**src/rtl/trace_pkg.sv**
```systemverilog
// Package: shared types and field positions for the capture recorder.
// Assumes: status count field fits below STAT_DONE_BIT.
package trace_pkg;

    // Low-bit decode of the register half of the read select.
    typedef enum logic [1:0] {
        SEL_STATUS = 2'd0,
        SEL_IDENT  = 2'd1,
        SEL_EXT_A  = 2'd2,
        SEL_EXT_B  = 2'd3
    } reg_sel_e;

    // Bit of the status word that carries the completion flag.
    localparam int STAT_DONE_BIT = 31;

    // Control strobes produced by the sequencer.
    typedef struct packed {
        logic run;
        logic we;
        logic cnt_en;
        logic stat_en;
        logic cnt_clr;
        logic addr_sel;
    } ctl_t;

endpackage

```
**src/rtl/trace_seq.sv**
```systemverilog
// Sequencer: start-edge detect, run flag, saturating sample counter
// and status register. Assumes start_i, stall_n_i, idle_i are synchronous.
module trace_seq
    import trace_pkg::*;
#(
    parameter int DEPTH = 32,
    localparam int CNT_W = $clog2(DEPTH + 1)
) (
    input  logic             clk,
    input  logic             rst_n,
    input  logic             start_i,
    input  logic             stall_n_i,
    input  logic             idle_i,
    output ctl_t             ctl_o,
    output logic [CNT_W-1:0] cnt_o,
    output logic [CNT_W-1:0] stat_cnt_o,
    output logic             stat_done_o
);

    logic             start_q;
    logic             run_q;
    logic [CNT_W-1:0] cnt_q;
    logic [CNT_W-1:0] stat_cnt_q;
    logic             stat_done_q;
    logic             start_edge;
    logic             full;
    logic             finish;
    logic             wr;

    // Decode the strobes of this cycle from inputs and state.
    always_comb begin
        start_edge = start_i & ~start_q;
        full       = (cnt_q == CNT_W'(DEPTH));
        finish     = run_q & idle_i & ~start_edge;
        wr         = run_q & stall_n_i & ~idle_i & ~full & ~start_edge;
    end

    // Registered copy of the start strobe for edge detection.
    always_ff @(posedge clk) begin
        if (!rst_n) start_q <= 1'b0;
        else        start_q <= start_i;
    end

    // Run flag: set by a start edge, cleared when the target goes idle.
    always_ff @(posedge clk) begin
        if (!rst_n)          run_q <= 1'b0;
        else if (start_edge) run_q <= 1'b1;
        else if (finish)     run_q <= 1'b0;
    end

    // Sample counter: cleared on start, advanced on each write.
    always_ff @(posedge clk) begin
        if (!rst_n)          cnt_q <= '0;
        else if (start_edge) cnt_q <= '0;
        else if (wr)         cnt_q <= cnt_q + 1'b1;
    end

    // Status register: count and completion flag.
    always_ff @(posedge clk) begin
        if (!rst_n) begin
            stat_cnt_q  <= '0;
            stat_done_q <= 1'b0;
        end else if (ctl_o.stat_en) begin
            if (start_edge) begin
                stat_cnt_q  <= '0;
                stat_done_q <= 1'b0;
            end else begin
                if (wr)     stat_cnt_q  <= cnt_q + 1'b1;
                if (finish) stat_done_q <= 1'b1;
            end
        end
    end

    // Pack the control strobes for the datapath.
    always_comb begin
        ctl_o.run      = run_q;
        ctl_o.we       = wr;
        ctl_o.cnt_en   = wr;
        ctl_o.stat_en  = start_edge | wr | finish;
        ctl_o.cnt_clr  = start_edge;
        ctl_o.addr_sel = run_q;
    end

    assign cnt_o       = cnt_q;
    assign stat_cnt_o  = stat_cnt_q;
    assign stat_done_o = stat_done_q;

    assert_start_clears_R1: assert property (@(posedge clk) disable iff (!rst_n)
        (start_i && !start_q) |=> (run_q && cnt_q == '0 && !stat_done_q));

    assert_idle_ends_R2: assert property (@(posedge clk) disable iff (!rst_n)
        (run_q && idle_i && !(start_i && !start_q)) |=> (!run_q && stat_done_q && $stable(cnt_q)));

    assert_no_overflow_R3: assert property (@(posedge clk) disable iff (!rst_n)
        cnt_q <= CNT_W'(DEPTH));

    assert_stall_holds_R4: assert property (@(posedge clk) disable iff (!rst_n)
        (!stall_n_i && !(start_i && !start_q)) |=> $stable(cnt_q));

    assert_status_tracks_R7: assert property (@(posedge clk) disable iff (!rst_n)
        ctl_o.cnt_en |=> (stat_cnt_q == $past(cnt_q) + 1'b1));

endmodule

```
**src/rtl/trace_mem.sv**
```systemverilog
// Capture memory: one write port; the address is chosen between the
// write counter and the read select. Contents are not reset.
module trace_mem #(
    parameter int DEPTH  = 32,
    parameter int DATA_W = 32,
    localparam int AW    = $clog2(DEPTH)
) (
    input  logic              clk,
    input  logic              rst_n,
    input  logic              we_i,
    input  logic              addr_sel_i,
    input  logic [AW-1:0]     wr_addr_i,
    input  logic [AW-1:0]     rd_addr_i,
    input  logic [DATA_W-1:0] wdata_i,
    output logic [DATA_W-1:0] rdata_o
);

    logic [DATA_W-1:0] mem [DEPTH];
    logic [AW-1:0]     addr;

    // Address multiplexer: counter while capturing, read select otherwise.
    always_comb addr = addr_sel_i ? wr_addr_i : rd_addr_i;

    // Write one sample per enabled clock.
    always_ff @(posedge clk) begin
        if (we_i) mem[addr] <= wdata_i;
    end

    assign rdata_o = mem[addr];

    assert_write_uses_counter_R9: assert property (@(posedge clk) disable iff (!rst_n)
        we_i |-> addr_sel_i);

endmodule

```
**src/rtl/trace_rdmux.sv**
```systemverilog
// Read multiplexer: memory half selected by the top select bit, register
// half decoded from the two low bits.
module trace_rdmux
    import trace_pkg::*;
#(
    parameter int DATA_W = 32,
    parameter int AW     = 5,
    parameter int CNT_W  = 6
) (
    input  logic [AW:0]       sel_i,
    input  logic [CNT_W-1:0]  stat_cnt_i,
    input  logic              stat_done_i,
    input  logic [7:0]        ident_i,
    input  logic [DATA_W-1:0] ext_a_i,
    input  logic [DATA_W-1:0] ext_b_i,
    input  logic [DATA_W-1:0] mem_i,
    output logic [DATA_W-1:0] data_o
);

    logic [DATA_W-1:0] status_w;
    reg_sel_e          rsel;

    // Assemble the status word.
    always_comb begin
        status_w                = '0;
        status_w[CNT_W-1:0]     = stat_cnt_i;
        status_w[STAT_DONE_BIT] = stat_done_i;
    end

    // Select the read source.
    always_comb begin
        rsel = reg_sel_e'(sel_i[1:0]);
        if (sel_i[AW]) begin
            data_o = mem_i;
        end else begin
            case (rsel)
                SEL_STATUS: data_o = status_w;
                SEL_IDENT:  data_o = DATA_W'(ident_i);
                SEL_EXT_A:  data_o = ext_a_i;
                default:    data_o = ext_b_i;
            endcase
        end
    end

endmodule

```
**src/rtl/trace_recorder.sv**
```systemverilog
// Top: triggered capture recorder. Ties the sequencer, capture memory and
// read multiplexer together and exposes the control strobes.
module trace_recorder
    import trace_pkg::*;
#(
    parameter int         DEPTH    = 32,
    parameter int         DATA_W   = 32,
    parameter logic [7:0] ID_VALUE = 8'h5A,
    localparam int        AW       = $clog2(DEPTH),
    localparam int        CNT_W    = $clog2(DEPTH + 1)
) (
    input  logic              clk,
    input  logic              rst_n,
    input  logic              start_i,
    input  logic              stall_n_i,
    input  logic              idle_i,
    input  logic [DATA_W-1:0] probe_i,
    input  logic [AW:0]       rd_sel_i,
    input  logic [DATA_W-1:0] ext_a_i,
    input  logic [DATA_W-1:0] ext_b_i,
    output logic [DATA_W-1:0] rd_data_o,
    output logic              run_o,
    output logic              mem_we_o,
    output logic              cnt_en_o,
    output logic              stat_en_o,
    output logic              cnt_clr_o,
    output logic              addr_sel_o
);

    ctl_t              ctl;
    logic [CNT_W-1:0]  cnt;
    logic [CNT_W-1:0]  stat_cnt;
    logic              stat_done;
    logic [DATA_W-1:0] mem_rd;

    trace_seq #(.DEPTH(DEPTH)) u_seq (
        .clk         (clk),
        .rst_n       (rst_n),
        .start_i     (start_i),
        .stall_n_i   (stall_n_i),
        .idle_i      (idle_i),
        .ctl_o       (ctl),
        .cnt_o       (cnt),
        .stat_cnt_o  (stat_cnt),
        .stat_done_o (stat_done)
    );

    trace_mem #(.DEPTH(DEPTH), .DATA_W(DATA_W)) u_mem (
        .clk        (clk),
        .rst_n      (rst_n),
        .we_i       (ctl.we),
        .addr_sel_i (ctl.addr_sel),
        .wr_addr_i  (cnt[AW-1:0]),
        .rd_addr_i  (rd_sel_i[AW-1:0]),
        .wdata_i    (probe_i),
        .rdata_o    (mem_rd)
    );

    trace_rdmux #(.DATA_W(DATA_W), .AW(AW), .CNT_W(CNT_W)) u_rdmux (
        .sel_i       (rd_sel_i),
        .stat_cnt_i  (stat_cnt),
        .stat_done_i (stat_done),
        .ident_i     (ID_VALUE),
        .ext_a_i     (ext_a_i),
        .ext_b_i     (ext_b_i),
        .mem_i       (mem_rd),
        .data_o      (rd_data_o)
    );

    // Bring the strobes out.
    always_comb begin
        run_o      = ctl.run;
        mem_we_o   = ctl.we;
        cnt_en_o   = ctl.cnt_en;
        stat_en_o  = ctl.stat_en;
        cnt_clr_o  = ctl.cnt_clr;
        addr_sel_o = ctl.addr_sel;
    end

    assert_reset_idle_R10: assert property (@(posedge clk)
        !rst_n |=> (!run_o && rd_sel_i != '0 || !run_o));

    assert_run_selects_counter_R9: assert property (@(posedge clk) disable iff (!rst_n)
        mem_we_o |-> (run_o && stall_n_i && !idle_i));

endmodule

```
**config.mk**
```make
export PLATFORM = sky130hd
export DESIGN_NAME = trace_recorder
export DESIGN_NICKNAME = d
export VERILOG_FILES = /design/src/rtl/trace_pkg.sv /design/src/rtl/trace_seq.sv /design/src/rtl/trace_mem.sv /design/src/rtl/trace_rdmux.sv /design/src/rtl/trace_recorder.sv
export SDC_FILE = /design/constraint.sdc
export NUM_CORES = 1
export LEC_CHECK = 0
export ABC_AREA = 1
export BUFFER_PORTS_ARGS = -buffer_cell sky130_fd_sc_hd__buf_2
export CAP_MARGIN = 15
export CORE_ASPECT_RATIO = 0.8
export CORE_MARGIN = 2
export CORE_UTILIZATION = 30
export DETAILED_ROUTE_END_ITERATION = 6
export PLACE_DENSITY_LB_ADDON = 0.1
export REMOVE_ABC_BUFFERS = 1
export SETUP_SLACK_MARGIN = 0.5
export SYNTH_ARGS = -nofsm -noshare
export SYNTH_HDL_FRONTEND = slang
export SYNTH_SLANG_ARGS = --single-unit
```
**constraint.sdc**
```tcl
create_clock -name clk -period 3.4 [get_ports clk]
set_clock_uncertainty 0.2 [all_clocks]
set_input_delay 0.17 -clock clk [delete_from_list [all_inputs] [get_ports clk]]
set_output_delay 0.17 -clock clk [all_outputs]
set_load 0.01 [all_outputs]
```
Word-level counts from Yosys, hierarchy flattened. Memories as Yosys holds them, arrays and structs flattened. Index checks and enable logic that the tools add are counted.

$add $sub $neg: 1. Multipliers: 0. Divide/modulo/power cells: 0. $lt $le $gt $ge: 0. Equal/unequal tests: 3. Shifts and indexed selects: 0. Muxes and demuxes: 11. Bitwise operators: 14. Reductions and logical operators: 6.

Operator list (count): case mux 32 bit (3 select lines) (1); two-way mux 32 bit (1); two-way mux 6 bit (2); AND 1 bit (7); adder 6 x 1 -> 6 bit (second input constant) (1); == test 6 bit (second input constant) (1); two-way mux 1 bit (6); two-way mux 5 bit (1); NOT 1 bit (5); AND reduction 2 bit (2); nonzero test 2 bit (2); == test 2 x 1 -> 1 bit (second input constant) (1); == test 2 bit (second input constant) (1); zero test 2 bit (1); OR 1 bit (2); OR reduction 2 bit (1).

Flip-flop bits (word level): 15. Bits in latches: 0. RAM bits: 1024. Bits in read-only memories: 0. Input bits: 107. Output and inout bits: 38. Logic and storage cells: 41. Memories: 1.

Memories: u_mem.mem (depth 32, width 32, read ports 1, clocked after Yosys merged registers in 0, write ports 1, RTL line trace_mem.sv:18) `logic [DATA_W-1:0] mem [DEPTH];`.

Longest topological paths before layout. Gate-level depths: netlist of the first run.

Depth in word-level cells: 7. Depth in mapped cells: 16. Gate-level depth less buffers: 13.

By module. From an unflattened synthesis of the first run, not the netlist that was laid out.

Cell total of the unflattened synthesis: 4439. Area, all modules: 44783.0 µm².

Modules (own cells, without submodules): trace_mem (times used 1, cells each 4111, area an instance 43053.8 µm², seq. area each 30749.5 µm²); trace_rdmux (times used 1, cells each 237, area an instance 989.7 µm², seq. area each 0.0 µm²); trace_seq (times used 1, cells each 89, area an instance 732.0 µm², seq. area each 300.3 µm²); trace_recorder (times used 1, cells each 2, area an instance 7.5 µm², seq. area each 0.0 µm²).

Least setup slack after synthesis of the first run. Ideal clock, no wire load.

Kind: register to register. From: reg u_seq.run_q. To: mem u_mem.mem[20][0] (enable). Data arrival time: 2.899 ns. Slack: -0.120 ns. Cell stages (with the launch flop): 9. Path buffers: 2. Cell sequence: dfxtp_1 buf_4 inv_4 nor2_1 nand3_1 nor2_1 buf_2 nand2_1 nor2_1.

Word-level cells in the longest chain between the ends: 6.

Ends and longest elaborated chain: start: declaration (RTL line trace_seq.sv:21) `logic run_q;`; start signal: assignment (RTL line trace_seq.sv:46) `if (!rst_n) run_q <= 1'b0;`; start signal: assignment (RTL line trace_seq.sv:47) `else if (start_edge) run_q <= 1'b1;`; start signal: assignment (RTL line trace_seq.sv:48) `else if (finish) run_q <= 1'b0;`; AND 1 bit (4 in a row) (RTL line trace_seq.sv:35) `wr = run_q & stall_n_i & ~idle_i & ~full & ~start_edge;`; net cnt_en_o (RTL line trace_recorder.sv:24) `output logic cnt_en_o,`; two-way mux 1 bit (RTL line trace_mem.sv:26) `if (we_i) mem[addr] <= wdata_i;`; two-way mux 1 bit (implied by the code) (RTL line trace_mem.sv:26); end: declaration (RTL line trace_mem.sv:18).

The timed path passes the listed nets, and every way through them passes these cells.

Final worst setup path of the first run.
From: reg u_seq.run_q. To: out rd_data_o[24].

Word-level cells in the longest chain between the ends: 3.

Ends and longest elaborated chain: two-way mux 5 bit (RTL line trace_mem.sv:22) `always_comb addr = addr_sel_i ? wr_addr_i : rd_addr_i;`; memory read (32 x 32 bit); two-way mux 32 bit (RTL line trace_rdmux.sv:33) `if (sel_i[AW]) begin`; end: declaration (RTL line trace_recorder.sv:21) `output logic [DATA_W-1:0] rd_data_o,`.

No other way between the ends.

==> results of run 1 <==
[logic make-up after synthesis]
group | count (synthesis)
AO/OA/AOI/OAI | 59
XOR/XNOR | 4
adder cells (fa/ha/maj) | 2
buffers and inverters | 319
flip-flops | 1039
AND/OR/NAND/NOR | 2911
[per-stage QoR]
stage               hold slack [ps]  std cells  TNS [ps]  utilization, %  cell area, um2
floorplan                     63.45       4090         -               -           43360
global placement              174.4       6375         0           33.11           48810
detailed placement            173.5       6375         0           33.11           48810
CTS                           72.31       6687    -84.46           37.16           54780
global route                  86.04       6734     -1290           38.31           56470
finish                        119.4       6734         0           38.31           56470
[area by class of cell]
class	instances	area (um2)
fill	14560	90930
sequential	1039	31060
multi-input combinational	2977	13400
timing repair buffer	450	5650
clock buffer	145	3035
tap	1984	2482
clock inverter	63	530.5
inverter	75	311.5
antenna	1	2.502
[how the worst max path moves through the flow]
stage                        to   startpoint
2_1_floorplan  u_mem.mem[11][0]  u_seq.run_q
3_5_place_dp      rd_data_o[19]  u_seq.run_q
6_report          rd_data_o[24]  u_seq.run_q
5_1_grt           rd_data_o[19]  u_seq.run_q
4_1_cts           rd_data_o[31]  u_seq.run_q
3_3_place_gp      rd_data_o[13]  u_seq.run_q
[flip-flops by register name, summed over array words and instances (netlist names)]
| name | flops |
|---|---|
| u_seq.cnt_o | 6 |
| u_mem.mem | 1024 |
| u_seq.stat_cnt_o | 6 |
| u_seq.start_q | 1 |
| u_seq.run_q | 1 |
| u_seq.stat_done_o | 1 |
[timing repair]
action,4_1_cts,5_1_grt
pin swaps,57,105
gates cloned,30,29
resized for setup,208,232
setup endpoints to repair,649,206
hold buffers,40,0
setup buffers,34,17
hold endpoints to repair,1039,0
[synth_stat cells, drive strengths merged]
| master | number |
|---|---|
| a211oi | 2 |
| a21oi | 19 |
| a221o | 24 |
| a221oi | 1 |
| a31oi | 1 |
| buf | 184 |
| clkbuf | 60 |
| clkinv | 1 |
| dfxtp | 15 |
| edfxtp | 1024 |
| ha | 2 |
| inv | 74 |
| nand2 | 2409 |
| nand3 | 385 |
| nand4 | 3 |
| nor2 | 105 |
| nor3 | 9 |
| o211ai | 2 |
| o21a | 1 |
| o21ai | 8 |
| o221ai | 1 |
| xnor2 | 1 |
| xor2 | 3 |
[report_power, final]
group	internal (uW)	switching, uW	total [uW]	leakage (uW)
Sequential	14100	6.57	14100	0.00932
Combinational	1160	2210	3370	0.0118
Clock	6760	5400	12200	0.00176
Total	22000	7620	29600	0.0229
[critical path: stages, from the launching register on]
cell	delay [ps]
dfxtp_4	390
buf_12	160
nand2_8	100
nand2_8	80
buf_4	150
buf_12	120
buf_16	160
buf_12	150
buf_16	130
nand2_1	50
nand2_1	40
nand2_1	50
nand2_1	60
nand2_1	70
nand2_1	60
nor2_2	120
nand3_2	100
nand2_1	60
inv_1	30
buf_2	130
[metal layers]
metal / up-vias / share of wire [%]
li1: 15110 / -
met1: 16210 / 47
met2: 940 / 45
met3: 214 / 5.6
met4: 0 / 2.9
met5: - / 0
==> flow_summary.json, run 1 <==
{
  "ys_types": 34,
  "track_usage_pct": 21.73,
  "arrival_ps": 2970,
  "rsz0062_at_grt": "true",
  "worstPathRequired_ps": 3030,
  "netlist_instances": 4334,
  "dp_hpwl_um": 87140,
  "min_path_type": "in2reg",
  "finalSetupViolCount": 0,
  "grt.busiest_layer": "met2",
  "worstPathMaxFanout": 7,
  "io_pins": 145,
  "post_drt_via_cell_ratio": 4.822,
  "grt.met1_usage_pct": 31.58,
  "r2r-start": "u_seq.cnt_o[0]",
  "tritoncts.num_buffers": 115,
  "synthSimpleGateAreaFrac_pct": 25.84,
  "rrSetupSlack_ps": 460,
  "drt-pass1-iter-count": 5,
  "gr-usage-met2_pct": 33.75,
  "place_congestion": 0.7783,
  "setup_ws_ps": 56.63,
  "pre_cts_slack_ps": 170.3,
  "routed-via-count": 32470,
  "synth_fa_ha_area_share_pct": 0.05623,
  "outcome": "completed",
  "p_leak_uw": 0.02287,
  "seq_area_frac_synth_pct": 69.77,
  "synth_mux_area_share_pct": 0,
  "tightest_slew_ps": 785.7,
  "fin_nets": 4767,
  "power_uw": 29610,
  "avgRoutedWirePerCell_um": 25.51,
  "synth_warnings": 0,
  "cts_root_buf": "clkbuf_16",
  "grtUsageMet3_pct": 3.378,
  "grt_max_degree": 67,
  "yosys.area.top_type": "edfxtp_1",
  "final_cell_mix": "nand2_1, edfxtp_1, nand3_1",
  "antenna_found_initial": 6,
  "core_area_um2": 147400,
  "reg2reg_to": "u_mem.mem[25][1]",
  "ir_drop_mv": 0.3856,
  "die_w_um": 434.6,
  "portBuffers": 144,
  "max_freq_mhz": 299.1,
  "routed_wl_um": 171800,
  "slew-limit-headroom_pct": 47.62,
  "die_h_um": 348.5,
  "initial_core_util_pct": 30.19,
  "avgSynthCellArea_um2": 10.27,
  "drv_slew": 0,
  "clk_pin_slew_worst_paths_ps": 60,
  "yosysTopAreaCellShare_pct": 69.10,
  "syn2layout_area_growth_pct": 26.90,
  "critPathLaunchType": "register",
  "reg2reg_depth": 10,
  "period_minus_slack_ps": 3343,
  "first_iter_violations": 3183,
  "cts_sinks": 1039,
  "power.density_nw_per_um2": 524.4,
  "placementRows": 126,
  "layout_commonest_cell": "nand2_1",
  "cts_tree": "yes",
  "hold_path_startpoint": "idle_i",
  "clk_latency_ps": 740,
  "synth_xor_xnor_area_share_pct": 0.07872,
  "hold_viol": 0,
  "finalCritPeriodShare_pct": 98.33,
  "whs_endpoint": "u_seq.stat_done_o",
  "drc": 0,
  "holdPathStages": 4,
  "htree_levels": 3,
  "synth_top_cells_by_area": "edfxtp_1, nand2_1, nand3_1, buf_2, nor2_1",
  "cts_buffer_depth": 3,
  "endpoint_kind": "output port",
  "ys_seq_elements": 1039,
  "layout-drive-gt1-share_pct": 17.84,
  "grt_pass1_wl_um": 234000,
  "netlist_area_um2": 44500,
  "synth-compound-area-share_pct": 1.049,
  "dieArea_um2": 151500,
  "synth_top_family_by_area": "simple AND/OR/NAND/NOR gates",
  "grt_pass1_vias": 30460,
  "overflow": 0,
  "cap_violations": 0,
  "ant_nets": 0,
  "worstSetupPathType": "reg2out"
}
Note: power is estimated with default switching activity, not from simulation.
==> inputs of run 2 (changes only) <==
--- a/config.mk
+++ b/config.mk
@@ -5,7 +5,6 @@
 export SDC_FILE = /design/constraint.sdc
 export NUM_CORES = 1
 export LEC_CHECK = 0
-export ABC_AREA = 1
 export BUFFER_PORTS_ARGS = -buffer_cell sky130_fd_sc_hd__buf_2
 export CAP_MARGIN = 15
 export CORE_ASPECT_RATIO = 0.8
==> run 2 against run 1 <==
Net effect:
- the flow now finishes with violations (design-rule violations, negative setup slack)
- critical path depth down 11
- setup slack worse by 390 ps
- sequential power about the same
- clock-buffer cell count down 7
- global-route usage down 1.0 points
- worst hold slack better by 6.8 ps
- via count down 25%
- design area down 7.9%
- non-clock buffer count up 45
- critical path type unchanged
- largest power group unchanged
==> flow_summary.json, run 2 <==
{
  "violations": "design-rule violations, negative setup slack",
  "drv_slew": 0,
  "critPathLaunchType": "register",
  "hold_path_startpoint": "rd_sel_i[3]",
  "ir_drop_mv": 0.4247,
  "track_usage_pct": 20.73,
  "ys_async_sr_fraction_pct": 0,
  "pre_cts_slack_ps": -211.2,
  "routed_wl_um": 146000,
  "yosysTopAreaCellShare_pct": 75.27,
  "synth.most_common_cell": "edfxtp_1",
  "synth_ff_type": "edfxtp_1",
  "hold_viol": 0,
  "syn2layout_area_growth_pct": 27.27,
  "core_area_um2": 135700,
  "yosys.area.top_type": "edfxtp_1",
  "r2r-start": "u_seq.cnt_o[1]",
  "synth_top_cells_by_area": "edfxtp_1, mux4_2, o21ai_0, mux2i_1, a41oi_1",
  "clk_pin_slew_worst_paths_ps": 60,
  "p_leak_uw": 0.01656,
  "cts_tree": "yes",
  "finalCritPeriodShare_pct": 109.9,
  "cts_buffer_depth": 3,
  "synth-edff-count": 1024,
  "regMostFlops": "u_mem.mem",
  "fillers": 12430,
  "antenna_found_initial": 7,
  "die_w_um": 416.6,
  "seq_area_frac_synth_pct": 76.00,
  "worstPathMaxFanout": 15,
  "initial_core_util_pct": 30.12,
  "cts_sinks": 1039,
  "power.density_nw_per_um2": 536.1,
  "post_dp_cell_area_um2": 45420,
  "rsz0062_at_grt": "true",
  "drt-pass1-iter-count": 7,
  "cts_root_buf": "clkbuf_16",
  "final_cell_mix": "edfxtp_1, o21ai_0, buf_4",
  "rrSetupSlack_ps": 590,
  "first_iter_violations": 2575,
  "slew-limit-headroom_pct": 36.06,
  "tightest_slew_ps": 959.1,
  "reg2reg_to": "u_mem.mem[6][9]",
  "instances_no_fill": 4592,
  "ant_nets": 0,
  "die_h_um": 334.1,
  "reg2reg_depth": 9,
  "fin_nets": 2823,
  "placementRows": 121,
  "finalSetupViolCount": 32,
  "portBuffers": 144,
  "routed-via-count": 24500,
  "synthTopCellsByCount": "edfxtp_1, o21ai_0, mux4_2",
  "hold-worst-slack_ps": 126.2,
  "layout_commonest_cell": "edfxtp_1",
  "arrival_ps": 3370,
  "final_area_um2": 51990,
  "endpoint_kind": "output port",
  "layout-drive-gt1-share_pct": 33.43,
  "grt_pass1_wl_um": 200000,
  "drc": 1,
  "place_congestion": 0.8089,
  "synth_warnings": 0,
  "grt_max_degree": 41,
  "dpl.cell_count": 4213,
  "ys_types": 63,
  "grt_pass1_vias": 24210,
  "avgSynthCellArea_um2": 18.08,
  "clk_latency_ps": 730,
  "overflow": 0,
  "htree_levels": 3,
  "largest_reg_flops": 1024,
  "cap_violations": 0,
  "dp_hpwl_um": 85680,
  "min_path_type": "in2reg",
  "period_minus_slack_ps": 3736,
  "worstSetupPathType": "reg2out",
  "setup_ws_ps": -335.7,
  "dieArea_um2": 139200,
  "outcome": "finished, violations left",
  "tns_ps": -5695,
  "whs_endpoint": "u_mem.mem[4][31]",
  "io_pins": 145,
  "tritoncts.num_buffers": 111,
  "max_freq_mhz": 267.7,
  "netlist_area_um2": 40850,
  "ys_seq_elements": 1039,
  "holdPathStages": 4,
  "avgRoutedWirePerCell_um": 31.79,
  "netlist_instances": 2260,
  "post_drt_via_cell_ratio": 5.335,
  "worstPathRequired_ps": 3030
}
-- run 2: through the flow --
stage / utilization [%] / power (uW)
2_1_floorplan: - / 15170
3_3_place_gp: 33.48 / 16120
3_5_place_dp: 33.48 / 16130
4_1_cts: 37.87 / 28110
5_1_grt: 38.32 / 28760
6_report: 38.33 / 27870
-- run 2: power breakdown --
group	leakage, uW	switching [uW]	total [uW]	internal [uW]
clock	0.00169	5100	11600	6510
sequential	0.00933	6.31	14100	14100
combinational	0.00554	1260	2180	922
-- run 2: final cells by class --
type                       count  area (um2)  area share [%]
clock inverter                67       560.5           1.078
clock buffer                 138        2899           5.576
sequential                  1039       31060           59.75
timing repair buffer         495        4911           9.445
multi-input combinational   1062       10300           19.81
antenna                        3       7.507         0.01444
tap                         1783        2231           4.291
inverter                       5       18.77         0.03610
-- run 2: how the worst max path moves through the flow --
stage               slack [ps]        start               end
CTS                       -410  u_seq.run_q      rd_data_o[7]
floorplan                -3100  u_seq.run_q  u_mem.mem[21][0]
global route              -400  u_seq.run_q     rd_data_o[18]
global placement          -210  u_seq.run_q     rd_data_o[31]
detailed placement        -210  u_seq.run_q     rd_data_o[31]
finish                    -340  u_seq.run_q      rd_data_o[4]
-- run 2: kinds of logic after synthesis --
logic type	count (synthesis)	synth area share, %
compound gates	560	8.622
xor+xnor	8	0.1715
fa+ha+maj	2	0.06124
buf+inv	160	1.884
flops	1039	76.00
mux	250	10.25
simple gates	241	3.005
-- run 2: critical path: stages, from the launching register on --
cell	delay (ps)
dfxtp_4	390
buf_6	170
buf_4	170
and4b_2	320
or2_4	410
a222oi_1	660
buf_4	270
a31oi_4	100
buf_6	140
-- run 2: what timing repair did --
action / in CTS / in global routing
hold buffers: 39 / 0
buffers inserted: 86 / 32
resized for setup: 188 / 60
pin swaps: 65 / 33
endpoints found under the hold margin: 1039 / 0
gates cloned: 12 / 2
endpoints found under the setup margin: 470 / 135
-- run 2: routing by layer --
metal | part of all wire, % | track usage [%] | up-vias
met1 | 46 | 30.51 | 13130
met5 | 0.0069 | 0 | -
met2 | 45 | 31.86 | 938
met3 | 6.8 | 4.057 | 154
met4 | 1.8 | 4.201 | 2
li1 | - | - | 10270
